### src/rtl/frame_replay_ctrl.sv
module frame_replay_ctrl #(
  parameter int ADDR_W  = 18,
  parameter int FRAME_W = 4,
  parameter int DATA_W  = 16,
  parameter int NBR_W   = 16
) (
  input  logic                         clk,
  input  logic                         rst_n,
  input  logic                         cmd_valid,
  input  logic [1:0]                   cmd_op,
  input  logic                         cmd_single,
  input  logic [ADDR_W-FRAME_W:0]      cfg_frames,
  input  logic                         phase_tick,
  input  logic                         in_valid,
  input  logic                         in_sof,
  input  logic [DATA_W-1:0]            in_data,
  input  logic [NBR_W-1:0]             in_nbr,
  output logic                         mem_en,
  output logic                         mem_we,
  output logic [ADDR_W-1:0]            mem_addr,
  output logic [NBR_W+DATA_W-1:0]      mem_wdata,
  input  logic [NBR_W+DATA_W-1:0]      mem_rdata,
  output logic                         out_valid,
  output logic                         out_sof,
  output logic [DATA_W-1:0]            out_data,
  output logic [NBR_W-1:0]             out_nbr,
  output logic [1:0]                   st_mode,
  output logic [ADDR_W-1:0]            st_addr,
  output logic [ADDR_W-FRAME_W-1:0]    st_frame,
  output logic [FRAME_W-1:0]           st_word,
  output logic                         st_full,
  output logic                         st_eop
);
  localparam int FRM_W = ADDR_W - FRAME_W + 1;
  localparam int MW    = NBR_W + DATA_W;

  typedef enum logic [1:0] {S_IDLE = 2'd0, S_ARM = 2'd1, S_REC = 2'd2, S_PLAY = 2'd3} mode_t;

  mode_t             mode;
  logic [ADDR_W-1:0] addr;
  logic              single;

  wire cmd_act  = cmd_valid && (cmd_op != 2'd0);
  wire wr       = !cmd_act && in_valid && ((mode == S_ARM && in_sof) || mode == S_REC);
  wire rd       = !cmd_act && phase_tick && (mode == S_PLAY);
  wire last_adr = &addr;
  wire last_wrd = &addr[FRAME_W-1:0];
  wire last_frm = ({1'b0, addr[ADDR_W-1:FRAME_W]} == cfg_frames - {{(FRM_W-1){1'b0}}, 1'b1});
  wire play_end = last_wrd && (last_frm || last_adr);

  assign mem_en    = wr || rd;
  assign mem_we    = wr;
  assign mem_addr  = addr;
  assign mem_wdata = {in_nbr, in_data};
  assign out_data  = mem_rdata[DATA_W-1:0];
  assign out_nbr   = mem_rdata[MW-1:DATA_W];
  assign st_mode   = mode;
  assign st_addr   = addr;
  assign st_frame  = addr[ADDR_W-1:FRAME_W];
  assign st_word   = addr[FRAME_W-1:0];

  always_ff @(posedge clk) begin
    if (!rst_n) begin
      mode      <= S_IDLE;
      addr      <= '0;
      single    <= 1'b0;
      st_full   <= 1'b0;
      st_eop    <= 1'b0;
      out_valid <= 1'b0;
      out_sof   <= 1'b0;
    end else begin
      out_valid <= rd;
      out_sof   <= rd && (addr[FRAME_W-1:0] == '0);
      if (cmd_act) begin
        case (cmd_op)
          2'd1: begin
            mode <= S_ARM; addr <= '0; st_full <= 1'b0; st_eop <= 1'b0;
          end
          2'd2: begin
            mode <= S_PLAY; addr <= '0; single <= cmd_single;
            st_full <= 1'b0; st_eop <= 1'b0;
          end
          default: mode <= S_IDLE;
        endcase
      end else if (wr) begin
        mode <= S_REC;
        addr <= addr + 1'b1;
        if (last_adr) begin
          st_full <= 1'b1;
          mode    <= S_IDLE;
        end
      end else if (rd) begin
        if (play_end) begin
          addr <= '0;
          if (single) begin
            st_eop <= 1'b1;
            mode   <= S_IDLE;
          end
        end else begin
          addr <= addr + 1'b1;
        end
      end
    end
  end

  assert_reset_quiet_R1: assert property (@(posedge clk) !rst_n |=> (st_mode == 2'd0 && !out_valid && !st_full && !st_eop));
  assert_no_write_in_play_R6: assert property (@(posedge clk) disable iff (!rst_n) (st_mode == 2'd3) |-> !mem_we);
  assert_write_advances_R3: assert property (@(posedge clk) disable iff (!rst_n) mem_we |=> (st_addr == ADDR_W'($past(st_addr) + 1'b1)));
  assert_out_after_read_R5: assert property (@(posedge clk) disable iff (!rst_n) out_valid |-> $past(mem_en && !mem_we));
  assert_full_to_idle_R4: assert property (@(posedge clk) disable iff (!rst_n) $rose(st_full) |-> (st_mode == 2'd0 && st_addr == '0));
  assert_eop_to_idle_R8: assert property (@(posedge clk) disable iff (!rst_n) $rose(st_eop) |-> (st_mode == 2'd0));
  assert_cmd_no_access_R10: assert property (@(posedge clk) disable iff (!rst_n) (cmd_valid && cmd_op != 2'd0) |-> !mem_en);
  assert_stop_idle_R9: assert property (@(posedge clk) disable iff (!rst_n) (cmd_valid && cmd_op == 2'd3) |=> (st_mode == 2'd0 && $stable(st_addr)));
endmodule

### config.mk
export PLATFORM = sky130hd
export DESIGN_NAME = frame_replay_ctrl
export DESIGN_NICKNAME = d
export VERILOG_FILES = /design/src/rtl/frame_replay_ctrl.sv
export SDC_FILE = /design/constraint.sdc
export NUM_CORES = 1
export LEC_CHECK = 0
export BUFFER_PORTS_ARGS = -buffer_cell sky130_fd_sc_hd__buf_2
export CAP_MARGIN = 10
export CORE_MARGIN = 8
export CORE_UTILIZATION = 41
export CTS_CLUSTER_SIZE = 14
export DETAILED_ROUTE_END_ITERATION = 16
export MAX_ROUTING_LAYER = met4
export PLACE_DENSITY = 0.9
export REMOVE_ABC_BUFFERS = 1
export SYNTH_ARGS = -nofsm -noshare
export SYNTH_HDL_FRONTEND = slang
export SYNTH_SLANG_ARGS = --single-unit
### constraint.sdc
create_clock -name clk -period 3.9 [get_ports clk]
set_input_delay 0 -clock clk [delete_from_list [all_inputs] [get_ports clk]]
set_output_delay 0 -clock clk [all_outputs]
set_load 0.1 [all_outputs]
==> results of run 1 <==
## power groups by stage
stage / clock network (mW) / registers, mW / logic (mW)
finish: 0.170 / 0.261 / 0.123
CTS: 0.172 / 0.261 / 0.122
global route: 0.182 / 0.261 / 0.135
detailed placement: 0 / 0.267 / 0.121
floorplan: 0 / 0.287 / 0.0596
global placement: 0 / 0.266 / 0.119
## state kept, by name, indices dropped and copies added (netlist names)
register,count
st_mode,2
st_full,1
mem_addr,18
single,1
out_valid,1
st_eop,1
out_sof,1
## kinds of logic after synthesis
kind of cell	Yosys count	share of synthesized area [%]
and+or+nand+nor	117	22.30
xor gates and xnor gates	18	5.541
DFF	25	17.59
buffers and inverters	126	31.93
muxes	2	0.7036
AOI/OAI and AO/OA	74	19.31
adders and majority gates	6	2.638
## cell usage after synthesis (all sizes together) (4+ instances only)
library cell and n:
and2 4, nand2 30, nor2b 5, xnor2 9, inv 11, nor4b 4
nor2 15, xor2 9, nor3 8, a21oi 13, o211ai 4, nor4 6
or2 4, ha 6, clkbuf 9, and3 11, nand4 5, buf 104
o21ai 19, dfxtp 25, nand3 11, a21o 6
## path summary, 6_finish.rpt
path                                 endpoint  slack (ns)        start  cells after the start
worst max register to register   mem_addr[13]        0.54  mem_addr[0]                      9
worst min-delay path            mem_wdata[21]      0.0008    in_nbr[5]                      0
worst max-delay path             mem_addr[13]        0.54  mem_addr[0]                      9
worst min register to register         st_eop        0.49       st_eop                      2
## layer usage
metal	routed length (um)	vias to the layer above	GRT usage, %	share of wire, %
met3	2895	5	24.44	23
met1	4466	1177	25.16	36
met2	5055	242	34.56	41
met5	0	-	-	0
li1	-	1142	-	-
met4	40	0	2.445	0.32
## critical path: stages (launching register included)
cell and delay [ns]:
dfxtp_1 0.46, ha_1 0.24, nand3_1 0.26, nor4b_1 0.71, and3_1 0.31, and2b_1 0.20
a41oi_2 0.09, o31ai_4 0.58, nor2_1 0.12, a211o_1 0.28
## final cells by class
cell class | count | area share [%]
timing repair buffer | 88 | 17.47
multi-input combinational | 217 | 55.70
clock buffer | 3 | 1.601
sequential | 25 | 19.41
inverter | 11 | 1.601
clock inverter | 1 | 0.3396
tap | 80 | 3.882
## per-stage QoR
| stage | std cells | worst slack (ns) | TNS, ns |
|---|---|---|---|
| finish | 425 | 0.5387 | 0 |
| global route | 425 | 0.2120 | 0 |
| CTS | 425 | 0.5873 | 0 |
| detailed placement | 420 | 0.6056 | 0 |
| global placement | 420 | 0.7331 | 0 |
| floorplan | 253 | -1.232 | -17.56 |
## what timing repair did
action                                 CTS  global route
endpoints found under the hold margin    1             0
resized for setup                        0             0
hold buffers                             1             0
## layout by cell type, fill, tap and decap left out, types with 6 or more instances in the layout
| cell type | netlist | layout |
|---|---|---|
| buf_2 | 0 | 85 |
| nand2_1 | 30 | 30 |
| dfxtp_1 | 25 | 25 |
| o21ai_0 | 19 | 19 |
| nor2_1 | 15 | 15 |
| a21oi_1 | 13 | 13 |
| inv_1 | 11 | 11 |
| nand3_1 | 11 | 11 |
| and3_1 | 10 | 10 |
| xor2_1 | 9 | 9 |
| xnor2_1 | 9 | 9 |
| nor3_1 | 8 | 8 |
| nor4_1 | 6 | 6 |
| a21o_1 | 6 | 6 |
| ha_1 | 6 | 6 |
==> impl_metrics.ini, run 1 <==
[die]
die_h_um = 99.31
die_w_um = 99.31
start_util_pct = 42.11
fp.coreArea_um2 = 6756
rows = 30
dieArea_um2 = 9861
io-pin-count = 214

[route]
post-route-drc-count = 0
drt_iter0_markers = 212
routed_wirelength_um = 12460
wl_per_cell_um = 29.31
drt-pass1-iter-count = 4
final_antenna_net_count = 0
dr_total_vias = 2566
vias_per_cell = 6.038

[timing]
relSlewSlack_pct = 44.12
fmax_mhz = 297.5
finalCritPeriodShare_pct = 86.19
skew_ns = 0.01311
slew_violations = 0
setup_violations = 0
tightest_slew_ns = 0.8318
rsz0062_at_grt = no
timing.final.crit_period_ns = 3.361
hold_violations = 0
hold_slack_ns = 0.0008432

[clock_tree]
cts_buffer_depth = 2
clockRootBuffer = clkbuf_8
cts_buffers = 3
h-tree-depth = 1
cts_tree = yes
cts_sinks = 25
insertion_delay_ns = 0.28
path_clk_slew_ns = 0.10
cts_setup_buffers = 0

[yosys]
synth_ff_type = dfxtp_1
synth_seq_cells = 25
synth_edf_count = 0
yosys_warnings = 0
synth_area_um2 = 2845
netlist_instances = 368
synthDistinctLibCells = 59
ys_seq_area_share_pct = 17.59
synth_top_area_share_pct = 26.65
synth_area_leader_cell = buf_4
ys_async_sr_fraction_pct = 0
synth.area.top_cells = buf_4 27%, dfxtp_1 18%, nand2_1 4.0%
syn_avg_cell_area_um2 = 7.732

[setup_path]
worstSetupEndpointType = flip-flop
path_max_fanout = 16
cp-start-kind = flip-flop
crit_arrival_ns = 3.55
crit_required_ns = 4.09
path_class = reg2reg

[global_routing]
grt_max_degree = 17
antenna_found_initial = 0
grt_pass1_vias = 2457
overflow = 0
grt_use_total_pct = 24.81
grt_first_pass_wirelength_um = 17310

[status]
outcome = completed

[run]
drv_cap = 0

[finish]
fillerInstances = 723
area_growth_pct = -9.367
nets = 440
final_core_util_pct = 38.17
multi_input_area_um2 = 1436
final_cell_area_um2 = 2579
regArea_um2 = 500.5
antennaDiodeCount = 0
layout-drive-gt1-share_pct = 30.72

[pwr]
p_clk_share_pct = 30.6
p_per_area_nw_per_um2 = 214.7
power_frac_seq_pct = 47.1
intPower_mw = 0.3704
irDropWorstVdd_uv = 135.4
leakage_nw = 1.232
swShare_pct = 33.10
p_comb_share_pct = 22.2
power_switching_mw = 0.1833
totalPowerFinal_mw = 0.5536

[place]
port_buffers = 85
dp_hpwl_um = 10690
gp_congestion = 0.9702
detailed_place.area_um2 = 2519

[worst_hold_path]
hold_path_class = in2out
Note: power is estimated with default switching activity, not from simulation.
==> inputs of run 2 (changes only) <==
--- a/config.mk
+++ b/config.mk
@@ -5,6 +5,7 @@
 export SDC_FILE = /design/constraint.sdc
 export NUM_CORES = 1
 export LEC_CHECK = 0
+export ABC_AREA = 1
 export BUFFER_PORTS_ARGS = -buffer_cell sky130_fd_sc_hd__buf_2
 export CAP_MARGIN = 10
 export CORE_MARGIN = 8
@@ -12,7 +13,7 @@
 export CTS_CLUSTER_SIZE = 14
 export DETAILED_ROUTE_END_ITERATION = 16
 export MAX_ROUTING_LAYER = met4
-export PLACE_DENSITY = 0.9
+export PLACE_DENSITY = 0.91
 export REMOVE_ABC_BUFFERS = 1
 export SYNTH_ARGS = -nofsm -noshare
 export SYNTH_HDL_FRONTEND = slang
==> impl_metrics.ini, run 2 <==
[setup_path]
crit_arrival_ns = 2.58
path_max_fanout = 14
cp-start-kind = flip-flop
r2r_setup_slack_ns = 1.49
path_class = reg2reg
worstSetupEndpointType = flip-flop
crit_required_ns = 4.07
ff2ff_path_depth = 13

[timing]
relSlewSlack_pct = 58.93
setup_slack_ns = 1.490
slew_violations = 0
finalCritPeriodShare_pct = 61.79
fmax_mhz = 415.0
rsz0062_at_grt = no
timing.final.crit_period_ns = 2.410
hold_violations = 0
fin_setup_tns_ns = 0
setup_violations = 0
skew_ns = 0.003285
tightest_slew_ns = 0.6145

[place]
pre_cts_slack_ns = 1.504
dp_hpwl_um = 10060
port_buffers = 85
gp_congestion = 0.8960
detailed_place.area_um2 = 2500

[clock_tree]
hold_buffers = 0
cts_buffers = 3
insertion_delay_ns = 0.28
cts_buffer_depth = 2
cts_resized = 0
h-tree-depth = 1
path_clk_slew_ns = 0.09
cts_setup_buffers = 0
clockRootBuffer = clkbuf_8
cts_sinks = 25
cts_tree = yes

[worst_hold_path]
hold_path_class = in2out
whs_path_depth = 0

[route]
final_antenna_net_count = 0
vias_per_cell = 5.147
routed_wirelength_um = 11740
drt-pass1-iter-count = 4
wl_per_cell_um = 23.71
drt_iter0_markers = 163
post-route-drc-count = 0
dr_total_vias = 2548

[pwr]
p_comb_share_pct = 23.2
power_frac_seq_pct = 47.8
swShare_pct = 33.35
power_switching_mw = 0.1822
irDropWorstVdd_uv = 162.9
p_clk_share_pct = 29.0
leakage_nw = 1.323
intPower_mw = 0.3642
totalPowerFinal_mw = 0.5464
p_per_area_nw_per_um2 = 214.0

[global_routing]
grt_use_total_pct = 23.94
antenna_found_initial = 0
grt_first_pass_wirelength_um = 16460
grt_pass1_vias = 2475
overflow = 0
grt_max_degree = 19

[finish]
antennaDiodeCount = 0
largest_reg_flops = 18
final_common_cell = nand2_1
final_cell_mix = 103 x nand2_1, 85 x buf_2, 43 x nor2_1, 42 x inv_1, 25 x dfxtp_1
area_growth_pct = -7.563
nets = 510
layout-drive-gt1-share_pct = 26.02
final_core_util_pct = 38.44
final_cell_area_um2 = 2554

[yosys]
synth_seq_cells = 25
synthDistinctLibCells = 37
synth_ff_type = dfxtp_1
synth.area.top_cells = buf_4 27%, dfxtp_1 18%, nand2_1 14%
synth_common_cells = 103 x nand2_1, 100 x buf_4, 43 x nor2_1, 42 x inv_1, 25 x dfxtp_1
synth_area_leader_cell = buf_4
netlist_instances = 432
syn_avg_cell_area_um2 = 6.395
ys_async_sr_fraction_pct = 0
ys_seq_area_share_pct = 18.12
synth_area_um2 = 2763
synth_top_area_share_pct = 27.17
yosys_warnings = 0
synth_edf_count = 0
yosysMostFrequentCell = nand2_1

[die]
die_h_um = 98.09
io-pin-count = 214
rows = 30
die_w_um = 98.09
dieArea_um2 = 9621
fp.coreArea_um2 = 6644
start_util_pct = 41.58

[status]
outcome = completed

[run]
drv_cap = 0
-- run 2: cell types whose count changed in the layout (fill, tap and decap cells not counted), sizes merged, moves of 4 or more --
cell	previous run	this run
nand3	11	21
nor4b	4	0
nand2	30	105
a21oi	13	22
and3	11	1
nor2	15	46
nand4	5	11
nor4	6	0
xor2	9	5
a21o	6	1
inv	12	43
and2	4	0
o21ai	19	14
nor2b	5	0
-- run 2: worst max-delay path, cell delays in order, from the launching register on --
cell	delay, ns
dfxtp_1	0.42
ha_1	0.20
nand2_1	0.13
nor2_4	0.18
nand2_2	0.10
nor2_4	0.13
nand3_4	0.11
nor3_4	0.18
nand4_2	0.14
o21ai_2	0.14
nand3_4	0.21
nand2_2	0.14
nor2_1	0.06
o21a_1	0.17
-- run 2: metal layers --
| layer | global-route usage, % | wire [um] | up-vias |
|---|---|---|---|
| met1 | 23.02 | 4113 | 1103 |
| met2 | 32.88 | 4692 | 211 |
| met4 | 4.916 | 141 | 0 |
| met5 | - | 0 | - |
| li1 | - | - | 1227 |
| met3 | 24.75 | 2791 | 7 |
-- run 2: cell type report --
| class | instances | area [um^2] |
|---|---|---|
| Clock buffer | 3 | 41.29 |
| Sequential cell | 25 | 500.5 |
| Timing Repair Buffer | 86 | 432.9 |
| Multi-Input combinational cell | 256 | 1309 |
| Fill cell | 706 | 4090 |
| Tap cell | 80 | 100.1 |
| Inverter | 44 | 165.2 |
| Clock inverter | 1 | 5.005 |
-- run 2: cells by family (layout without fill, tap and decap cells) --
family | count (synthesis) | in the layout | share of synthesized area (%)
and+or+nand+nor | 195 | 195 | 32.25
buffers and inverters | 151 | 134 | 34.51
AOI/OAI and AO/OA | 43 | 43 | 8.606
DFF | 25 | 25 | 18.12
xor gates and xnor gates | 12 | 12 | 3.804
adders and majority gates | 6 | 6 | 2.717
-- run 2: power by group through the flow --
stage / logic, mW / clock network [mW] / registers [mW]
2_1_floorplan: 0.0597 / 0 / 0.294
3_3_place_gp: 0.121 / 0 / 0.267
3_5_place_dp: 0.124 / 0 / 0.267
4_1_cts: 0.125 / 0.162 / 0.261
5_1_grt: 0.139 / 0.171 / 0.262
6_report: 0.127 / 0.158 / 0.261
-- run 2: worst paths after layout --
path,start,endpoint
worst max-delay path,mem_addr[1],mem_addr[11]
worst min-delay path,in_data[0],mem_wdata[0]
worst min register to register,st_eop,st_eop
worst max register to register,mem_addr[1],mem_addr[11]
-- run 2: through the flow --
stage / std cells / hold slack [ns]
6_report: 495 / 0.0001881
5_1_grt: 495 / 0.0006963
4_1_cts: 494 / 0.0006813
3_5_place_dp: 490 / 0.0006813
3_3_place_gp: 490 / 0.0006813
2_1_floorplan: 325 / 0
==> inputs of run 3 (changes only) <==
==> constraint.sdc (replaced) <==
create_clock -name clk -period 2.4 [get_ports clk]
set_input_delay 0 -clock clk [delete_from_list [all_inputs] [get_ports clk]]
set_output_delay 0 -clock clk [all_outputs]
set_load 0.1 [all_outputs]
==> impl_metrics.ini, run 3 (synthesis gave the netlist of run 2 again) <==
[status]
outcome = completed

[pwr]
irDropWorstVdd_uv = 346.0
power_switching_mw = 0.2972
p_per_area_nw_per_um2 = 338.2
swShare_pct = 33.43
leakage_nw = 1.371
p_comb_share_pct = 23.4
intPower_mw = 0.5918
power_frac_seq_pct = 47.7
p_clk_share_pct = 28.9

[finish]
final_cell_mix = 103 x nand2_1, 85 x buf_2, 43 x nor2_1, 42 x inv_1, 23 x dfxtp_1
largest_reg_flops = 18
final_common_cell = nand2_1
nets = 518
final_core_util_pct = 39.57
layout-drive-gt1-share_pct = 27.90
layoutNonFillerInstCount = 503
final_cell_area_um2 = 2629
area_growth_pct = -4.846
antennaDiodeCount = 0

[clock_tree]
cts_sinks = 25
h-tree-depth = 1
path_clk_slew_ns = 0.09
cts_buffers = 3
cts_tree = yes
hold_buffers = 0
cts_buffer_depth = 2
clockRootBuffer = clkbuf_8
insertion_delay_ns = 0.27

[timing]
finalCritPeriodShare_pct = 93.17
hold_violations = 0
timing.final.crit_period_ns = 2.236
tightest_slew_ns = 0.5938
fin_setup_tns_ns = 0
fmax_mhz = 447.2
skew_ns = 0.004731
slew_violations = 0
setup_violations = 0
relSlewSlack_pct = 60.32

[die]
die_w_um = 98.09
die_h_um = 98.09
fp.coreArea_um2 = 6644
io-pin-count = 214
dieArea_um2 = 9621
rows = 30
start_util_pct = 41.58

[global_routing]
grt_use_met3_pct = 24.32
antenna_found_initial = 0
grtUsageMet1_pct = 23.98
use_met2_pct = 32.93
grt.busiest_layer = met2
grt_pass1_vias = 2520
grt_first_pass_wirelength_um = 16550
grt_use_total_pct = 23.91
overflow = 0
grt_max_degree = 19

[route]
vias_per_cell = 5.175
drt-pass1-iter-count = 4
post-route-drc-count = 0
drt_iter0_markers = 163
final_antenna_net_count = 0
wl_per_cell_um = 23.66
routed_wirelength_um = 11900
dr_total_vias = 2603

[place]
dp_hpwl_um = 10080
placedCellCount = 497
detailed_place.area_um2 = 2552
port_buffers = 85
gp_congestion = 0.9176

[setup_path]
path_max_fanout = 6
path_class = reg2reg
crit_required_ns = 2.57
worstSetupEndpointType = flip-flop
cp-start-kind = flip-flop
crit_arrival_ns = 2.40

[worst_hold_path]
hold_path_class = in2out

[run]
drv_cap = 0
## run 3: cell count changes in the layout (fill, tap and decap cells not counted), sizes merged
cell / before / now
buf: 86 / 94
## run 3: final timing paths
path | from | end | slack (ns) | cells after the start
hold reg to reg | st_eop | st_eop | 0.47 | 2
setup / recovery | mem_addr[1] | mem_addr[11] | 0.16 | 13
hold / removal | in_data[0] | mem_wdata[0] | 0.0002 | 0
setup reg to reg | mem_addr[1] | mem_addr[11] | 0.16 | 13
## run 3: what timing repair did
action | CTS | global route
setup endpoints to repair | 0 | 13
gates resized for setup | 0 | 2
buffers inserted | 0 | 2
endpoints found under the hold margin | 0 | 0
## run 3: power groups by stage
| stage | registers (mW) | logic [mW] | clock network [mW] |
|---|---|---|---|
| floorplan | 0.478 | 0.0971 | 0 |
| global placement | 0.433 | 0.201 | 0 |
| detailed placement | 0.434 | 0.204 | 0 |
| CTS | 0.424 | 0.205 | 0.257 |
| global route | 0.425 | 0.227 | 0.278 |
| finish | 0.425 | 0.208 | 0.257 |
## run 3: per-layer routing
layer	up-vias	part of all wire [%]	wire (um)
met3	4	23	2712
met1	1123	36	4300
met5	-	0	0
met4	0	0.45	53
met2	232	41	4836
li1	1244	-	-
## run 3: final cells by class
class / instances / area [um^2]
Clock buffer: 3 / 41.29
Clock inverter: 1 / 5.005
Fill cell: 685 / 4015
Inverter: 44 / 165.2
Multi-Input combinational cell: 256 / 1309
Sequential cell: 25 / 503.0
Tap cell: 80 / 100.1
Timing Repair Buffer: 94 / 505.5
## run 3: stage by stage
step	setup slack (ns)	total power, mW	hold WS (ns)
after floorplan	-2.389	0.5748	0
after global placement	0.1840	0.6337	0.0006813
after detailed placement	0.06920	0.6379	0.0006813
after CTS	0.02282	0.8865	0.0006813
after global routing	-0.02963	0.9308	0.0006963
final	0.1640	0.8890	0.0001881
## run 3: worst max-delay path: stages (launching register included)
cell     delay (ns)
dfxtp_2        0.38
ha_1           0.17
nand2_1        0.11
nor2_4         0.18
nand2_2        0.11
nor2_4         0.13
nand3_4        0.11
nor3_4         0.17
nand4_2        0.15
o21ai_2        0.15
nand3_4        0.13
nand2_2        0.10
nor2_1         0.06
o21a_1         0.18
